$ cat src/rtl/rob_pkg.sv
package rob_pkg;
  typedef enum logic [1:0] {
    HEAD_WAIT   = 2'd0,
    HEAD_COMMIT = 2'd1,
    HEAD_FAULT  = 2'd2
  } head_act_e;
endpackage

$ cat src/rtl/rob_ring_ctrl.sv
module rob_ring_ctrl #(
  parameter int DEPTH = 16,
  localparam int IDX_W = $clog2(DEPTH)
) (
  input  logic             clk_i,
  input  logic             rst_ni,
  input  logic             alloc_i,
  input  logic             retire_i,
  input  logic             flush_i,
  output logic [IDX_W-1:0] head_o,
  output logic [IDX_W-1:0] tail_o,
  output logic             full_o
);
  localparam int CNT_W = $clog2(DEPTH + 1);
  localparam logic [IDX_W-1:0] LAST = IDX_W'(DEPTH - 1);

  logic [IDX_W-1:0] head_q, tail_q;
  logic [CNT_W-1:0] cnt_q;

  function automatic logic [IDX_W-1:0] step(input logic [IDX_W-1:0] i);
    return (i == LAST) ? '0 : i + 1'b1;
  endfunction

  always_ff @(posedge clk_i or negedge rst_ni) begin
    if (!rst_ni) begin
      head_q <= '0;
      tail_q <= '0;
      cnt_q  <= '0;
    end else if (flush_i) begin
      head_q <= '0;
      tail_q <= '0;
      cnt_q  <= '0;
    end else begin
      if (alloc_i)  tail_q <= step(tail_q);
      if (retire_i) head_q <= step(head_q);
      cnt_q <= cnt_q + CNT_W'(alloc_i) - CNT_W'(retire_i);
    end
  end

  assign head_o = head_q;
  assign tail_o = tail_q;
  assign full_o = (cnt_q == CNT_W'(DEPTH));
endmodule

$ cat src/rtl/rob_slot_array.sv
module rob_slot_array #(
  parameter int DEPTH  = 16,
  parameter int REG_W  = 5,
  parameter int DATA_W = 32,
  parameter int PC_W   = 32,
  localparam int IDX_W = $clog2(DEPTH)
) (
  input  logic              clk_i,
  input  logic              rst_ni,
  input  logic              flush_i,
  input  logic              alloc_i,
  input  logic [IDX_W-1:0]  alloc_idx_i,
  input  logic [REG_W-1:0]  alloc_rd_i,
  input  logic [PC_W-1:0]   alloc_pc_i,
  input  logic              cmpl_i,
  input  logic [IDX_W-1:0]  cmpl_idx_i,
  input  logic [DATA_W-1:0] cmpl_data_i,
  input  logic              cmpl_exc_i,
  input  logic              retire_i,
  input  logic [IDX_W-1:0]  head_idx_i,
  output logic              head_vld_o,
  output logic              head_done_o,
  output logic              head_exc_o,
  output logic [REG_W-1:0]  head_rd_o,
  output logic [DATA_W-1:0] head_data_o,
  output logic [PC_W-1:0]   head_pc_o
);
  logic [DEPTH-1:0]  vld_q, done_q, exc_q;
  logic [REG_W-1:0]  rd_q   [DEPTH];
  logic [DATA_W-1:0] data_q [DEPTH];
  logic [PC_W-1:0]   pc_q   [DEPTH];

  for (genvar g = 0; g < DEPTH; g++) begin : g_slot
    logic hit_alloc, hit_cmpl, hit_ret;
    assign hit_alloc = alloc_i  && (alloc_idx_i == IDX_W'(g));
    assign hit_cmpl  = cmpl_i   && (cmpl_idx_i  == IDX_W'(g)) && vld_q[g];
    assign hit_ret   = retire_i && (head_idx_i  == IDX_W'(g));

    always_ff @(posedge clk_i or negedge rst_ni) begin
      if (!rst_ni) begin
        vld_q[g]  <= 1'b0;
        done_q[g] <= 1'b0;
        exc_q[g]  <= 1'b0;
        rd_q[g]   <= '0;
        data_q[g] <= '0;
        pc_q[g]   <= '0;
      end else if (flush_i) begin
        vld_q[g] <= 1'b0;
      end else begin
        if (hit_alloc) begin
          vld_q[g]  <= 1'b1;
          done_q[g] <= 1'b0;
          exc_q[g]  <= 1'b0;
          rd_q[g]   <= alloc_rd_i;
          pc_q[g]   <= alloc_pc_i;
        end else if (hit_ret) begin
          vld_q[g] <= 1'b0;
        end
        // stray completions to empty slots are dropped
        if (hit_cmpl) begin
          done_q[g] <= 1'b1;
          exc_q[g]  <= cmpl_exc_i;
          data_q[g] <= cmpl_data_i;
        end
      end
    end
  end

  assign head_vld_o  = vld_q[head_idx_i];
  assign head_done_o = done_q[head_idx_i];
  assign head_exc_o  = exc_q[head_idx_i];
  assign head_rd_o   = rd_q[head_idx_i];
  assign head_data_o = data_q[head_idx_i];
  assign head_pc_o   = pc_q[head_idx_i];
endmodule

$ cat src/rtl/rob_head_arb.sv
module rob_head_arb
  import rob_pkg::*;
(
  input  logic      vld_i,
  input  logic      done_i,
  input  logic      exc_i,
  output head_act_e act_o
);
  always_comb begin
    act_o = HEAD_WAIT;
    if (vld_i && done_i) act_o = exc_i ? HEAD_FAULT : HEAD_COMMIT;
  end
endmodule

$ cat src/rtl/reorder_buf.sv
module reorder_buf
  import rob_pkg::*;
#(
  parameter int DEPTH  = 16,
  parameter int REG_W  = 5,
  parameter int DATA_W = 32,
  parameter int PC_W   = 32,
  localparam int IDX_W = $clog2(DEPTH)
) (
  input  logic              clk_i,
  input  logic              rst_ni,
  input  logic              disp_valid_i,
  input  logic [REG_W-1:0]  disp_rd_i,
  input  logic [PC_W-1:0]   disp_pc_i,
  output logic [IDX_W-1:0]  disp_idx_o,
  output logic              full_o,
  input  logic              cmpl_valid_i,
  input  logic [IDX_W-1:0]  cmpl_idx_i,
  input  logic [DATA_W-1:0] cmpl_data_i,
  input  logic              cmpl_exc_i,
  output logic              ret_we_o,
  output logic [REG_W-1:0]  ret_rd_o,
  output logic [DATA_W-1:0] ret_data_o,
  output logic              flush_o,
  output logic [PC_W-1:0]   flush_pc_o
);
  logic [IDX_W-1:0]  head_idx, tail_idx;
  logic              full, alloc, retire, fault;
  logic              h_vld, h_done, h_exc;
  logic [REG_W-1:0]  h_rd;
  logic [DATA_W-1:0] h_data;
  logic [PC_W-1:0]   h_pc;
  head_act_e         act;

  assign retire = (act == HEAD_COMMIT);
  assign fault  = (act == HEAD_FAULT);
  // a dispatch racing a fault is younger and is discarded
  assign alloc  = disp_valid_i && !full && !fault;

  rob_ring_ctrl #(.DEPTH(DEPTH)) u_ring (
    .clk_i    (clk_i),
    .rst_ni   (rst_ni),
    .alloc_i  (alloc),
    .retire_i (retire),
    .flush_i  (fault),
    .head_o   (head_idx),
    .tail_o   (tail_idx),
    .full_o   (full)
  );

  rob_slot_array #(
    .DEPTH(DEPTH), .REG_W(REG_W), .DATA_W(DATA_W), .PC_W(PC_W)
  ) u_slots (
    .clk_i       (clk_i),
    .rst_ni      (rst_ni),
    .flush_i     (fault),
    .alloc_i     (alloc),
    .alloc_idx_i (tail_idx),
    .alloc_rd_i  (disp_rd_i),
    .alloc_pc_i  (disp_pc_i),
    .cmpl_i      (cmpl_valid_i),
    .cmpl_idx_i  (cmpl_idx_i),
    .cmpl_data_i (cmpl_data_i),
    .cmpl_exc_i  (cmpl_exc_i),
    .retire_i    (retire),
    .head_idx_i  (head_idx),
    .head_vld_o  (h_vld),
    .head_done_o (h_done),
    .head_exc_o  (h_exc),
    .head_rd_o   (h_rd),
    .head_data_o (h_data),
    .head_pc_o   (h_pc)
  );

  rob_head_arb u_arb (
    .vld_i  (h_vld),
    .done_i (h_done),
    .exc_i  (h_exc),
    .act_o  (act)
  );

  always_ff @(posedge clk_i or negedge rst_ni) begin
    if (!rst_ni) begin
      ret_we_o   <= 1'b0;
      ret_rd_o   <= '0;
      ret_data_o <= '0;
      flush_o    <= 1'b0;
      flush_pc_o <= '0;
    end else begin
      ret_we_o <= retire;
      flush_o  <= fault;
      if (retire) begin
        ret_rd_o   <= h_rd;
        ret_data_o <= h_data;
      end
      if (fault) flush_pc_o <= h_pc;
    end
  end

  assign disp_idx_o = tail_idx;
  assign full_o     = full;
endmodule

$ cat config.mk
export PLATFORM = sky130hd
export DESIGN_NAME = reorder_buf
export DESIGN_NICKNAME = d
export VERILOG_FILES = /design/src/rtl/rob_pkg.sv /design/src/rtl/rob_ring_ctrl.sv /design/src/rtl/rob_slot_array.sv /design/src/rtl/rob_head_arb.sv /design/src/rtl/reorder_buf.sv
export SDC_FILE = /design/constraint.sdc
export NUM_CORES = 2
export LEC_CHECK = 0
export BUFFER_PORTS_ARGS = -buffer_cell sky130_fd_sc_hd__buf_2
export CAP_MARGIN = 15
export CORE_ASPECT_RATIO = 0.7
export CORE_MARGIN = 3
export CORE_UTILIZATION = 25
export CTS_BUF_LIST = sky130_fd_sc_hd__clkbuf_16
export DETAILED_ROUTE_END_ITERATION = 8
export SYNTH_ARGS = -nofsm -noshare
export SYNTH_HDL_FRONTEND = slang
export SYNTH_SLANG_ARGS = --single-unit
$ cat constraint.sdc
create_clock -name clk_i -period 5.46 [get_ports clk_i]
set_clock_uncertainty 0.05 [all_clocks]
set_input_delay 0.273 -clock clk_i [delete_from_list [all_inputs] [get_ports clk_i]]
set_output_delay 0.273 -clock clk_i [all_outputs]
set_load 0.1 [all_outputs]
==> impl_metrics.csv <==
group,metric,value,unit
run_status,status,"complete, no violations",
setup_path,cpMaxStageDelayCell,"dfrtp_4",
routing,post_drt_wl_per_cell,24.6,µm
final_layout,final_area,64000,µm²
setup_path,reg2reg_to,"u_slots.data_q[269]$_DFFE_PN0P_",
global_routing,grt.overflow.total,0,
yosys,ys_seq_elements,1236,
setup_path,cp_data_arrival_time,4890,ps
global_routing,use_met1,0.200,
yosys,yosys-top-cells-count,"dfrtp_1, o2bb2ai_1, mux2_2",
routing,viasPerCell,5.10,
pwr,total_leakage_power,26.0,nW
floorplanning,die_area,226000,µm²
worst_hold_path,hold_depth,5,
clock_network,ctsResizeCount,0,
yosys,netlist_top_cells_area,"dfrtp_1, mux4_2, mux2_2",
clock_network,root_buffer,"clkbuf_16",
final_layout,drive_above_1_share,0.367,
setup_path,path_max_fanout,34,
routing,vias,34131,
yosys,synthFlopType,"dfrtp_1",
yosys,ys_types,45,
global_routing,grt_pass1_wl,249,mm
final_layout,layout.nets,3765,
clock_network,clk_pin_slew,60,ps
placement,place_area,59000,µm²
setup_path,r2r_setup_slack,1170,ps
yosys,synthArstFlopShare,1.00,
sta,fin_setup_tns,0,ps
floorplanning,die_w,567,µm
yosys,syn_avg_cell_area,15.5,µm²
global_routing,grt_max_degree,154,
yosys,synth-edff-count,0,
setup_path,crit_chain,"mux4_1 -> nand2_1 -> nand4_1 -> buf_4 -> a31oi_4 -> buf_4 -> mux2_2",
sta,grt_setup_unrepaired,"false",
final_layout,final_cells,6695,
placement,hpwlAfterDp,88.9,mm
clock_network,htree_levels,4,
floorplanning,initial_utilization,0.253,
setup_path,reg2reg_from,"u_ring.head_o[0]$_DFFE_PN0P_",
placement,io_buffers,153,
setup_path,end_kind,"flip-flop",
global_routing,use_met3,0.0294,
setup_path,critPathRequiredTime,6060,ps
global_routing,grt_most_used_layer,"met2",
sta,finalCritPeriodShare,0.786,
yosys,synthMostInstantiatedCell,"dfrtp_1",
pwr,cellPowerDensity,635,nW/µm²
routing,wl,165,mm
clock_network,cts_hold_buffers,74,
sta,finalHoldViolCount,0,
setup_path,crit_path_start_kind,"flip-flop",
yosys,synth_seq_area_share,0.561,
global_routing,gr-usage-met2,0.228,
global_routing,antenna_found_initial,24,
global_routing,grtUsageTotal,0.145,
sta,relSlewSlack,0.192,
clock_network,cts_tree,"built",
sta,min_period,4290,ps
clock_network,cts_setup_buffers,0,
setup_path,critPathMaxStageDelay,770,ps
setup_path,crit_type,"reg2reg",
yosys,synthesis.nets,3660,
worst_hold_path,worstHoldEndpoint,"u_slots.done_q[0]$_DFFE_PN0P_",
worst_hold_path,hold_start,"cmpl_idx_i[2]",
floorplanning,coreArea,218000,µm²
placement,place_congestion,0.797,
setup_path,r2r_cells,7,
sta,setup_viol,0,
setup_path,crit_buf_inv,2,
run,cap_violations,0,
routing,final_antenna_net_count,0,
routing,drc,0,
clock_network,clockBufferDepth,3,
pwr,ir_drop,0.436,mV
floorplanning,fp.dieH,399,µm
routing,drt_pass1_iterations,5,
sta,slew_violations,0,
yosys,ys_warn_count,0,
global_routing,first_global_vias,36097,
sta,fmax,233,MHz
routing,drtIter0Drc,3135,
setup_path,crit_family,"buffers and inverters",
final_layout,syn_to_final_growth,16.1,%
setup_path,crit_top_cell,"buf_4",
floorplanning,rows,143,
yosys,syn_area,55100,µm²
placement,dp.cells,6357,
yosys,synth_largest_area_cell,"dfrtp_1",
clock_network,cts_buffers,138,
yosys,synth_top_area_share,0.561,
placement,dp_slack,1200,ps
floorplanning,io_pins,154,
sta,timing.hold.ws,122,ps
clock_network,clk_latency,770,ps
clock_network,clock_sinks,1236,
worst_hold_path,hp-class,"in2reg",
setup_path,cp.depth,7,
yosys,syn_inst,3567,
sta,layout_setup_ws,1170,ps
sta,max_slew.worst_pin.slew,1210,ps
metal layers:
metal,routed length [µm],vias up
li1,-,14092
met1,73100,18547
met2,76500,1227
met3,10600,261
met4,4450,4
met5,26,-
area by class of cell:
cell class / instances / area (µm²)
multi-input cells: 1959 / 22700
well taps: 2900 / 3630
flip-flops and latches: 1236 / 30900
clock inverters: 110 / 771
fillers: 21486 / 154000
diodes: 14 / 35.0
inverters: 26 / 97.6
repair buffers: 311 / 2360
clock buffers: 139 / 3480
sequential cells by signal, indices dropped and copies added (netlist names):
| name | count |
|---|---|
| u_slots.data_q | 512 |
| u_slots.pc_q | 512 |
| u_slots.rd_q | 80 |
| flush_pc_o | 32 |
| ret_data_o | 32 |
| u_slots.done_q | 16 |
| u_slots.exc_q | 16 |
| u_slots.vld_q | 16 |
| ret_rd_o | 5 |
| u_ring.cnt_q | 5 |
| u_ring.head_o | 4 |
| u_ring.tail_o | 4 |
| flush_o | 1 |
| ret_we_o | 1 |
worst register-to-register path: stages (launching register included):
cell and delay (ps):
dfrtp_4 770, mux4_1 680, nand2_1 140, nand4_1 730
buf_4 510, a31oi_4 190, buf_4 630, mux2_2 470
worst max-delay path by stage:
stage | endpoint | slack [ps] | from
5_1_grt | u_slots.data_q[267]$_DFFE_PN0P_ | 1030 | u_ring.head_o[0]$_DFFE_PN0P_
4_1_cts | u_slots.data_q[260]$_DFFE_PN0P_ | 1170 | u_ring.head_o[0]$_DFFE_PN0P_
2_1_floorplan | u_ring.cnt_q[4]$_DFF_PN0_ | 1810 | u_ring.head_o[0]$_DFFE_PN0P_
3_5_place_dp | u_slots.data_q[277]$_DFFE_PN0P_ | 1200 | u_ring.head_o[0]$_DFFE_PN0P_
6_report | u_slots.data_q[269]$_DFFE_PN0P_ | 1170 | u_ring.head_o[0]$_DFFE_PN0P_
3_3_place_gp | u_slots.data_q[310]$_DFFE_PN0P_ | 1270 | u_ring.head_o[0]$_DFFE_PN0P_
cells in the final DEF (no fill, tap or decap), drive strengths merged, types with 5 or more instances in the layout:
master	synthesis	routed
diode	0	14
bufinv	0	5
clkinvlp	0	7
clkinv	0	66
a22o	18	18
nor4	13	13
buf	167	237
nand2	172	172
dfrtp	1236	1236
mux4	358	358
o31ai	52	52
o21ai	22	22
mux2	582	582
clkbuf	179	139
o2bb2ai	592	592
nor2b	6	6
nand4	8	8
a21oi	8	8
a31oi	17	17
a21o	17	17
ha	14	14
nor2	27	27
nand3	24	24
inv	26	58
dlygate4sd3	0	74
and3	5	5
power breakdown:
part / internal, W / switching (W)
sequential: 0.0132 / 0.00249
clock: 0.00490 / 0.00396
combinational: 0.00739 / 0.00870
total: 0.0255 / 0.0151
per-stage QoR:
step | utilization | power (W)
4_1_cts | 0.293 | 0.0409
2_1_floorplan | - | 0.0272
6_report | 0.294 | 0.0406
5_1_grt | 0.294 | 0.0427
3_3_place_gp | 0.270 | 0.0314
3_5_place_dp | 0.270 | 0.0318
cells by family (layout without fill, tap and decap cells):
kind of cell	count (synthesis)	after routing	share of synthesized area
compound gates	729	729	0.115
xor+xnor	4	4	0.000635
fa+ha+maj	15	15	0.00354
buf+inv	372	586	0.0331
flops	1236	1236	0.561
mux	942	942	0.266
other cells	0	14	0
simple gates	269	269	0.0213
Power figures use the tool's default switching activity.
